===== config.mk =====
export PLATFORM = sky130hd
export DESIGN_NAME = xfer_transceiver
export DESIGN_NICKNAME = d
export VERILOG_FILES = /design/src/rtl/xfer_pkg.sv /design/src/rtl/xfer_mode_dec.sv /design/src/rtl/xfer_cell.sv /design/src/rtl/xfer_transceiver.sv
export SDC_FILE = /design/constraint.sdc
export NUM_CORES = 1
export LEC_CHECK = 0
export BUFFER_PORTS_ARGS = -buffer_cell sky130_fd_sc_hd__buf_4
export CORE_MARGIN = 2
export CORE_UTILIZATION = 50
export DETAILED_ROUTE_END_ITERATION = 6
export PLACE_DENSITY_LB_ADDON = 0.2
export SETUP_SLACK_MARGIN = 0.2
export SYNTH_ARGS = -nofsm -noshare
export SYNTH_HDL_FRONTEND = slang
export SYNTH_SLANG_ARGS = --single-unit

===== constraint.sdc =====
create_clock -name clk -period 1.6 [get_ports clk]
set_input_delay 0.08 -clock clk [delete_from_list [all_inputs] [get_ports clk]]
set_output_delay 0.08 -clock clk [all_outputs]
set_load 0.005 [all_outputs]

===== src/rtl/xfer_pkg.sv =====
package xfer_pkg;

  typedef enum logic [1:0] {
    EK_BUF = 2'd0,
    EK_FF  = 2'd1,
    EK_LAT = 2'd2
  } elem_kind_e;

  // 00 buffer, 01 register, 10 and 11 latch
  function automatic elem_kind_e kind_of(input logic [1:0] m);
    case (m)
      2'b00:   kind_of = EK_BUF;
      2'b01:   kind_of = EK_FF;
      default: kind_of = EK_LAT;
    endcase
  endfunction

  // Element output as seen downstream of its storage word
  function automatic logic [63:0] elem_view(input elem_kind_e k, input logic strobe,
                                            input logic [63:0] d, input logic [63:0] held);
    case (k)
      EK_BUF:  elem_view = d;
      EK_FF:   elem_view = held;
      default: elem_view = strobe ? d : held;
    endcase
  endfunction

endpackage


===== src/rtl/xfer_mode_dec.sv =====
module xfer_mode_dec
  import xfer_pkg::*;
(
  input  logic [1:0] tx_mode,
  input  logic [1:0] rx_mode,
  output elem_kind_e tx_kind,
  output elem_kind_e rx_kind,
  output logic       bus_loop
);
  always_comb begin
    tx_kind  = kind_of(tx_mode);
    rx_kind  = kind_of(rx_mode);
    bus_loop = &{tx_mode, rx_mode};
  end
endmodule


===== src/rtl/xfer_cell.sv =====
module xfer_cell
  import xfer_pkg::*;
#(
  parameter int W = 8
) (
  input  logic         clk,
  input  logic         rst,
  input  elem_kind_e   kind,
  input  logic         strobe,
  input  logic [W-1:0] d,
  output logic [W-1:0] held
);
  logic         strobe_q;
  logic         load;
  logic [W-1:0] word_q;

  always_comb begin
    case (kind)
      EK_FF:   load = strobe & ~strobe_q;
      EK_LAT:  load = strobe;
      default: load = 1'b0;
    endcase
  end

  always_ff @(posedge clk) begin
    if (rst) begin
      strobe_q <= 1'b0;
      word_q   <= '0;
    end else begin
      strobe_q <= strobe;
      if (load) word_q <= d;
    end
  end

  assign held = word_q;
endmodule


===== src/rtl/xfer_transceiver.sv =====
module xfer_transceiver
  import xfer_pkg::*;
#(
  parameter int W = 8
) (
  input  logic         clk,
  input  logic         rst,
  input  logic [W-1:0] tx_data,
  input  logic [1:0]   tx_mode,
  input  logic         tx_strobe,
  input  logic [1:0]   rx_mode,
  input  logic         rx_strobe,
  input  logic [W-1:0] bus_in,
  output logic [W-1:0] bus_out,
  output logic         bus_oe,
  input  logic         bus_drv_en,
  output logic [W-1:0] rx_data,
  output logic         rx_oe,
  input  logic         dig_oe,
  input  logic         rcv_off,
  input  logic         dig_loop
);
  localparam int VW = 64;

  elem_kind_e   tx_kind, rx_kind;
  logic         bus_loop;
  logic [W-1:0] tx_d, tx_held, tx_q;
  logic [W-1:0] rx_d, rx_held, rx_q;
  logic [W-1:0] bus_src, loop_node;
  logic [VW-1:0] tx_view, rx_view, loop_view;

  xfer_mode_dec u_dec (
    .tx_mode (tx_mode),
    .rx_mode (rx_mode),
    .tx_kind (tx_kind),
    .rx_kind (rx_kind),
    .bus_loop(bus_loop)
  );

  xfer_cell #(.W(W)) u_tx (
    .clk(clk), .rst(rst), .kind(tx_kind), .strobe(tx_strobe), .d(tx_d), .held(tx_held)
  );

  xfer_cell #(.W(W)) u_rx (
    .clk(clk), .rst(rst), .kind(rx_kind), .strobe(rx_strobe), .d(rx_d), .held(rx_held)
  );

  always_comb begin
    bus_src   = rcv_off ? '0 : bus_in;
    // bus loopback: receive latch view built from its stored word, no path through tx
    loop_view = elem_view(EK_LAT, rx_strobe, VW'(bus_src), VW'(rx_held));
    loop_node = loop_view[W-1:0];
    tx_d      = bus_loop ? loop_node : tx_data;
    tx_view   = elem_view(tx_kind, tx_strobe, VW'(tx_d), VW'(tx_held));
    tx_q      = tx_view[W-1:0];
    rx_d      = (dig_loop && !bus_loop) ? tx_q : bus_src;
    rx_view   = elem_view(rx_kind, rx_strobe, VW'(rx_d), VW'(rx_held));
    rx_q      = rx_view[W-1:0];
  end

  assign bus_oe  = bus_drv_en;
  assign bus_out = bus_drv_en ? tx_q : '0;
  assign rx_oe   = dig_oe;
  assign rx_data = dig_oe ? rx_q : '0;
endmodule


==> results of run 1 <==
Yosys cell counts:
master,n
o21a_1,9
a41o_1,1
a32o_1,1
nor2_1,1
buf_6,2
mux2i_1,1
buf_1,1
and3_1,8
and2_1,2
dfxtp_1,18
a21oi_1,8
a211o_1,1
a21boi_0,8
inv_1,3
and4_4,1
o311ai_0,1
o21ai_1,3
nand2b_4,1
o211a_1,7
nand3b_1,14
buf_4,2
a31oi_1,7
nand2b_1,10
o211ai_1,23
nand2_1,11
buf_2,6
nor2b_1,5
o21ai_0,15
clkbuf_1,5
nand3_1,14
final cells by class:
class,count,area [um2],area share (%)
multi-input combinational,153,1070,53.8
timing repair buffer,61,462,23.2
sequential,18,372,18.7
tap,31,38.8,1.95
clock buffer,4,36.3,1.82
inverter,3,11.3,0.566
worst max-delay path, stage by stage (launching register included):
cell and delay (ns):
dfxtp_1 0.37, a21boi_1 0.21, o21ai_0 0.13, a31oi_1 0.20
buf_4 0.14
path summary, 6_finish.rpt:
| check | from | end | slack, ns |
|---|---|---|---|
| setup / recovery | u_tx.held[3]$_SDFFE_PP0P_ | rx_data[3] | 0.17 |
| hold / removal | rst | u_tx.held[0]$_SDFFE_PP0P_ | 0.002 |
| setup reg to reg | u_rx.strobe_q$_SDFF_PP0_ | u_rx.held[7]$_SDFFE_PP0P_ | 0.31 |
| hold reg to reg | u_tx.held[0]$_SDFFE_PP0P_ | u_tx.held[0]$_SDFFE_PP0P_ | 0.46 |
what timing repair did:
action,in CTS,in global routing
gates resized for setup,10,26
setup buffers,0,4
cloned,0,1
setup endpoints to repair,9,15
pin swaps,1,8
cell families (layout without fill, tap and decap cells):
family | Yosys count | in the layout
flip-flops | 18 | 18
buffers and inverters | 19 | 68
multiplexers | 1 | 1
AND/OR/NAND/NOR | 67 | 68
AO/OA/AOI/OAI | 84 | 84
report_power, final:
group          internal [mW]  switching (mW)
logic                  0.198           0.197
registers              0.476          0.0154
clock network          0.139           0.164
total                  0.813           0.376
flip-flops by register name (all words and copies together), names as in the netlist:
| signal | cells |
|---|---|
| u_rx.held | 8 |
| u_tx.held | 8 |
| u_rx.strobe_q | 1 |
| u_tx.strobe_q | 1 |
stage by stage:
step	utilization, %	worst slack, ns
2_1_floorplan	-	0.433
3_3_place_gp	66.4	0.105
3_5_place_dp	66.4	0.103
4_1_cts	67.8	0.151
5_1_grt	72.2	0.128
6_report	72.2	0.171
routing by layer:
metal | vias to the layer above | part of all wire, % | wire length [um]
li1 | 822 | - | -
met1 | 812 | 46 | 2040
met2 | 85 | 45 | 2020
met3 | 9 | 7.6 | 340
met4 | 0 | 1.5 | 68
met5 | - | 0 | 0
==> metrics.csv, run 1 <==
metric;value;unit
Max IR drop VDD;0.673;mV
share of cells above drive strength 1;38.1;%
skew final;0.00276;ns
Synth Area in XOR/XNOR;0;%
setup TNS;0;ns
diode count;0;
DP HPWL;3.26;mm
antenna violations before repair;0;
vias in the first global route;1479;
die width;57.9;um
outcome;completed;
fill cell count;229;
grt peak-use layer;met2;
reg2reg path depth;4;
met2 Use GR;40.9;%
Yosys top cell by area;dfxtp_1;
commonest non-fill, non-tap cell in the layout;buf_4;
core area;2760;um2
P per Cell Area;598;nW/um2
yosys synthesis warning count;0;
synth-to-layout area growth;36.8;%
Clock Latency Late Sink;0.31;ns
largest family of logic cells by synthesized area;compound AO/OA/AOI/OAI gates;
met1 global-route usage;40.1;%
HP Class;in2reg;
Syn Std Cell Area;1460;um2
grt total ovfl;0;
Avg Inst Size Synth;7.70;um2
CTS tree;built;
simple-gate share of the synthesized area;27.6;%
Leakage;0.812;nW
Placed Instances;261;
Mapped Cells;189;
synth unique cells;30;
DRT iter0 DRCs;154;
multiplexer area fraction after synthesis;0.688;%
CTS Buf Count;3;
routed via count;1728;
top cells by area, synth;dfxtp_1 (25%), o211ai_1 (12%), nand3b_1 (7.2%), o21ai_0 (5.2%), nand3_1 (4.8%);
post-synthesis compound-gate area fraction;40.0;%
aggregate global-route resource usage;26.6;%
Synth top area share;24.8;%
input/output buffers;45;
#FFs+latches synth;18;
slew at the pin closest to its max-slew limit;0.593;ns
CP required;1.52;ns
adder-cell area share of the yosys netlist;0;%
first-pass GRT wire length;7.02;mm
Final ANT Viol Nets;0;
crit share post-route;89.3;%
final instance area;1990;um2
Initial Utilization;52.8;%
FMAX;0.700;GHz
Worst slew margin;60.2;%
TritonCTS Sinks;18;
CP endpoint kind;output pin;
Routed WL per cell;16.6;um
Setup CP Type;reg2out;
largest fanout on the critical path;2;
final WL;4.47;mm
# setup viols final;0;
Worst-path clk slew;0.12;ns
Synth Net Count;217;
drt drc;0;
Final Hold Violating Endpoints;0;
Nets;268;
GPL Wtd Cong;0.864;
CP Launch Type;flip-flop;
commonest cells after routing, fill and taps aside;buf_4 (60), o211ai_1 (23), nand3b_1 (14), o21ai_0 (13), nand2_1 (11);
placed instance area;1830;um2
Overall Power;1.19;mW
Max-Cap Viols;0;
die area;3360;um2
crit path DAT;1.35;ns
unrepaired setup endpoints after global routing;true;
worst hold path depth;2;
row count;19;
hold_ws;0.00161;ns
Tmin final;1.43;ns
Avg Vias per Cell;6.40;
non-filler instance count after layout;270;
CTS Hold Bufs;0;
register area share after synthesis;24.8;%
met3 usage;2.23;%
largest net degree at the start of global routing;19;
H-Tree Depth;1;
num ports;46;
die height;57.9;um
Clock Tree Buf Depth;2;
fin. max-slew vios;0;
first drt pass iteration count;4;
root buf cell;clkbuf_4;
(Power assumes the default switching activity.)
==> inputs of run 2 (changes only) <==
--- a/config.mk
+++ b/config.mk
@@ -6,11 +6,14 @@
 export NUM_CORES = 1
 export LEC_CHECK = 0
 export BUFFER_PORTS_ARGS = -buffer_cell sky130_fd_sc_hd__buf_4
+export CELL_PAD_IN_SITES_DETAIL_PLACEMENT = 0
+export CELL_PAD_IN_SITES_GLOBAL_PLACEMENT = 1
 export CORE_MARGIN = 2
-export CORE_UTILIZATION = 50
+export CORE_UTILIZATION = 36
 export DETAILED_ROUTE_END_ITERATION = 6
-export PLACE_DENSITY_LB_ADDON = 0.2
+export PLACE_DENSITY = 0.81
 export SETUP_SLACK_MARGIN = 0.2
+export SLEW_MARGIN = 30
 export SYNTH_ARGS = -nofsm -noshare
 export SYNTH_HDL_FRONTEND = slang
 export SYNTH_SLANG_ARGS = --single-unit
==> metrics.csv, run 2 (same netlist as run 1, synthesis figures left out) <==
metric;value;unit
first-pass GRT wire length;7.07;mm
TritonCTS Sinks;18;
Critical Path Slowest Stage Cell;a211o_1;
crit path DAT;1.30;ns
critical path's top delay family;compound AO/OA/AOI/OAI gates;
worst hold path depth;2;
CTS Hold Bufs;0;
largest fanout on the critical path;6;
antenna violations before repair;0;
largest net degree at the start of global routing;19;
commonest cells after routing, fill and taps aside;buf_4 (56), o211ai_1 (23), dfxtp_1 (18);
Clock Tree Buf Depth;2;
Hold Path Sink;u_tx.strobe_q$_SDFF_PP0_;
Final Hold Violating Endpoints;0;
CP endpoint kind;output pin;
row count;23;
num ports;46;
input/output buffers;45;
hold wc startpoint;tx_strobe;
first drt pass iteration count;4;
CP Launch Type;primary input;
slew at the pin closest to its max-slew limit;0.572;ns
# setup viols final;0;
final WL;4.52;mm
routed via count;1610;
drt drc;0;
P per Cell Area;633;nW/um2
fin. max-slew vios;0;
CP required;1.52;ns
CTS Buf Count;3;
die width;67.6;um
synth-to-layout area growth;37.8;%
Max-Cap Viols;0;
setup ws final;0.221;ns
CP dominant cell by count;buf_4;
die area;4570;um2
CTS tree;built;
diode count;0;
aggregate global-route resource usage;20.5;%
DP HPWL;3.46;mm
Final ANT Viol Nets;0;
worst slack at placement;0.199;ns
vias in the first global route;1485;
outcome;completed;
Setup CP Type;in2out;
root buf cell;clkbuf_8;
Nets;269;
setup TNS;0;ns
Initial Utilization;36.9;%
R2R Path End;u_rx.held[7]$_SDFFE_PP0P_;
DRT iter0 DRCs;103;
Avg Vias per Cell;5.55;
CP Launch Point;tx_mode[1];
crit share post-route;86.2;%
Worst-path clk slew;0.08;ns
reg2reg path depth;4;
unrepaired setup endpoints after global routing;true;
R2R Path Start;u_rx.strobe_q$_SDFF_PP0_;
Clock Latency Late Sink;0.26;ns
FMAX;0.725;GHz
Routed WL per cell;15.6;um
Max IR drop VDD;0.269;mV
critical path's largest stage delay;0.32;ns
grt total ovfl;0;
Worst slew margin;61.6;%
Buf+Inv Stages, Crit Path;2;
die height;67.6;um
r2r setup slk;0.34;ns
GPL Wtd Cong;0.788;
Leakage;0.828;nW
CP Cell Sequence;buf_4 > and4_4 > nand2b_4 > a211o_1 > a41o_1 > buf_4;
commonest non-fill, non-tap cell in the layout;buf_4;
core area;3940;um2
HP Class;in2reg;
Tmin final;1.38;ns
skew final;0.00405;ns
H-Tree Depth;1;
share of cells above drive strength 1;30.8;%
run 2: changes by cell type in the layout (fill, tap and decap cells not counted), moves of 4 or more:
cell      delta
dfxtp_1      +9
dfxtp_2      -9
nand3_1      +6
nand3_2      -6
a21boi_1     +4
buf_4        -4
run 2: what timing repair did:
| item | 4_1_cts | 5_1_grt |
|---|---|---|
| pin swaps | 0 | 3 |
| buffers inserted | 0 | 2 |
| cloned | 0 | 3 |
| gates resized for setup | 1 | 16 |
| endpoints found under the setup margin | 1 | 15 |
run 2: worst register-to-register path, stage by stage (launching register included):
cell	delay, ns
dfxtp_1	0.31
nor2b_1	0.19
o21ai_1	0.23
and2_1	0.24
a32o_1	0.19
run 2: cell type report:
class                           count  area [um2]
Sequential cell                    18         360
Fill cell                         400        1940
Tap cell                           50        62.6
Timing Repair Buffer               63         504
Clock buffer                        4        55.1
Inverter                            3        11.3
Multi-Input combinational cell    152        1010
run 2: layer usage:
| metal | GRT usage (%) | wire (um) | vias up |
|---|---|---|---|
| li1 | - | - | 824 |
| met1 | 29.0 | 2100 | 744 |
| met2 | 33.0 | 2190 | 40 |
| met3 | 1.83 | 211 | 2 |
| met4 | 5.61 | 17 | 0 |
| met5 | 0 | 0 | - |
run 2: metrics by stage:
step	instances	hold slack [ns]	area, um2	utilization, %	power, mW
5_1_grt	290	0.0827	2010	50.9	1.34
3_3_place_gp	281	0.324	1860	47.3	0.861
6_report	290	0.0571	2010	50.9	1.27
4_1_cts	285	0.0651	1920	48.7	1.24
3_5_place_dp	281	0.325	1860	47.3	0.865
2_1_floorplan	189	0.173	1460	-	0.698
run 2: how the worst max path moves through the flow:
stage,slack [ns],cells past startpoint,to
after CTS,0.20,6,bus_out[7]
after global placement,0.23,6,rx_data[7]
final,0.22,6,rx_data[7]
after floorplan,0.43,6,u_rx.held[7]$_SDFFE_PP0P_
after detailed placement,0.20,6,bus_out[7]
after global routing,0.15,7,rx_data[4]
run 2: report_power, final:
part / switching, mW / internal [mW]
Combinational: 0.191 / 0.204
Sequential: 0.0152 / 0.474
Clock: 0.167 / 0.219
Total: 0.373 / 0.896
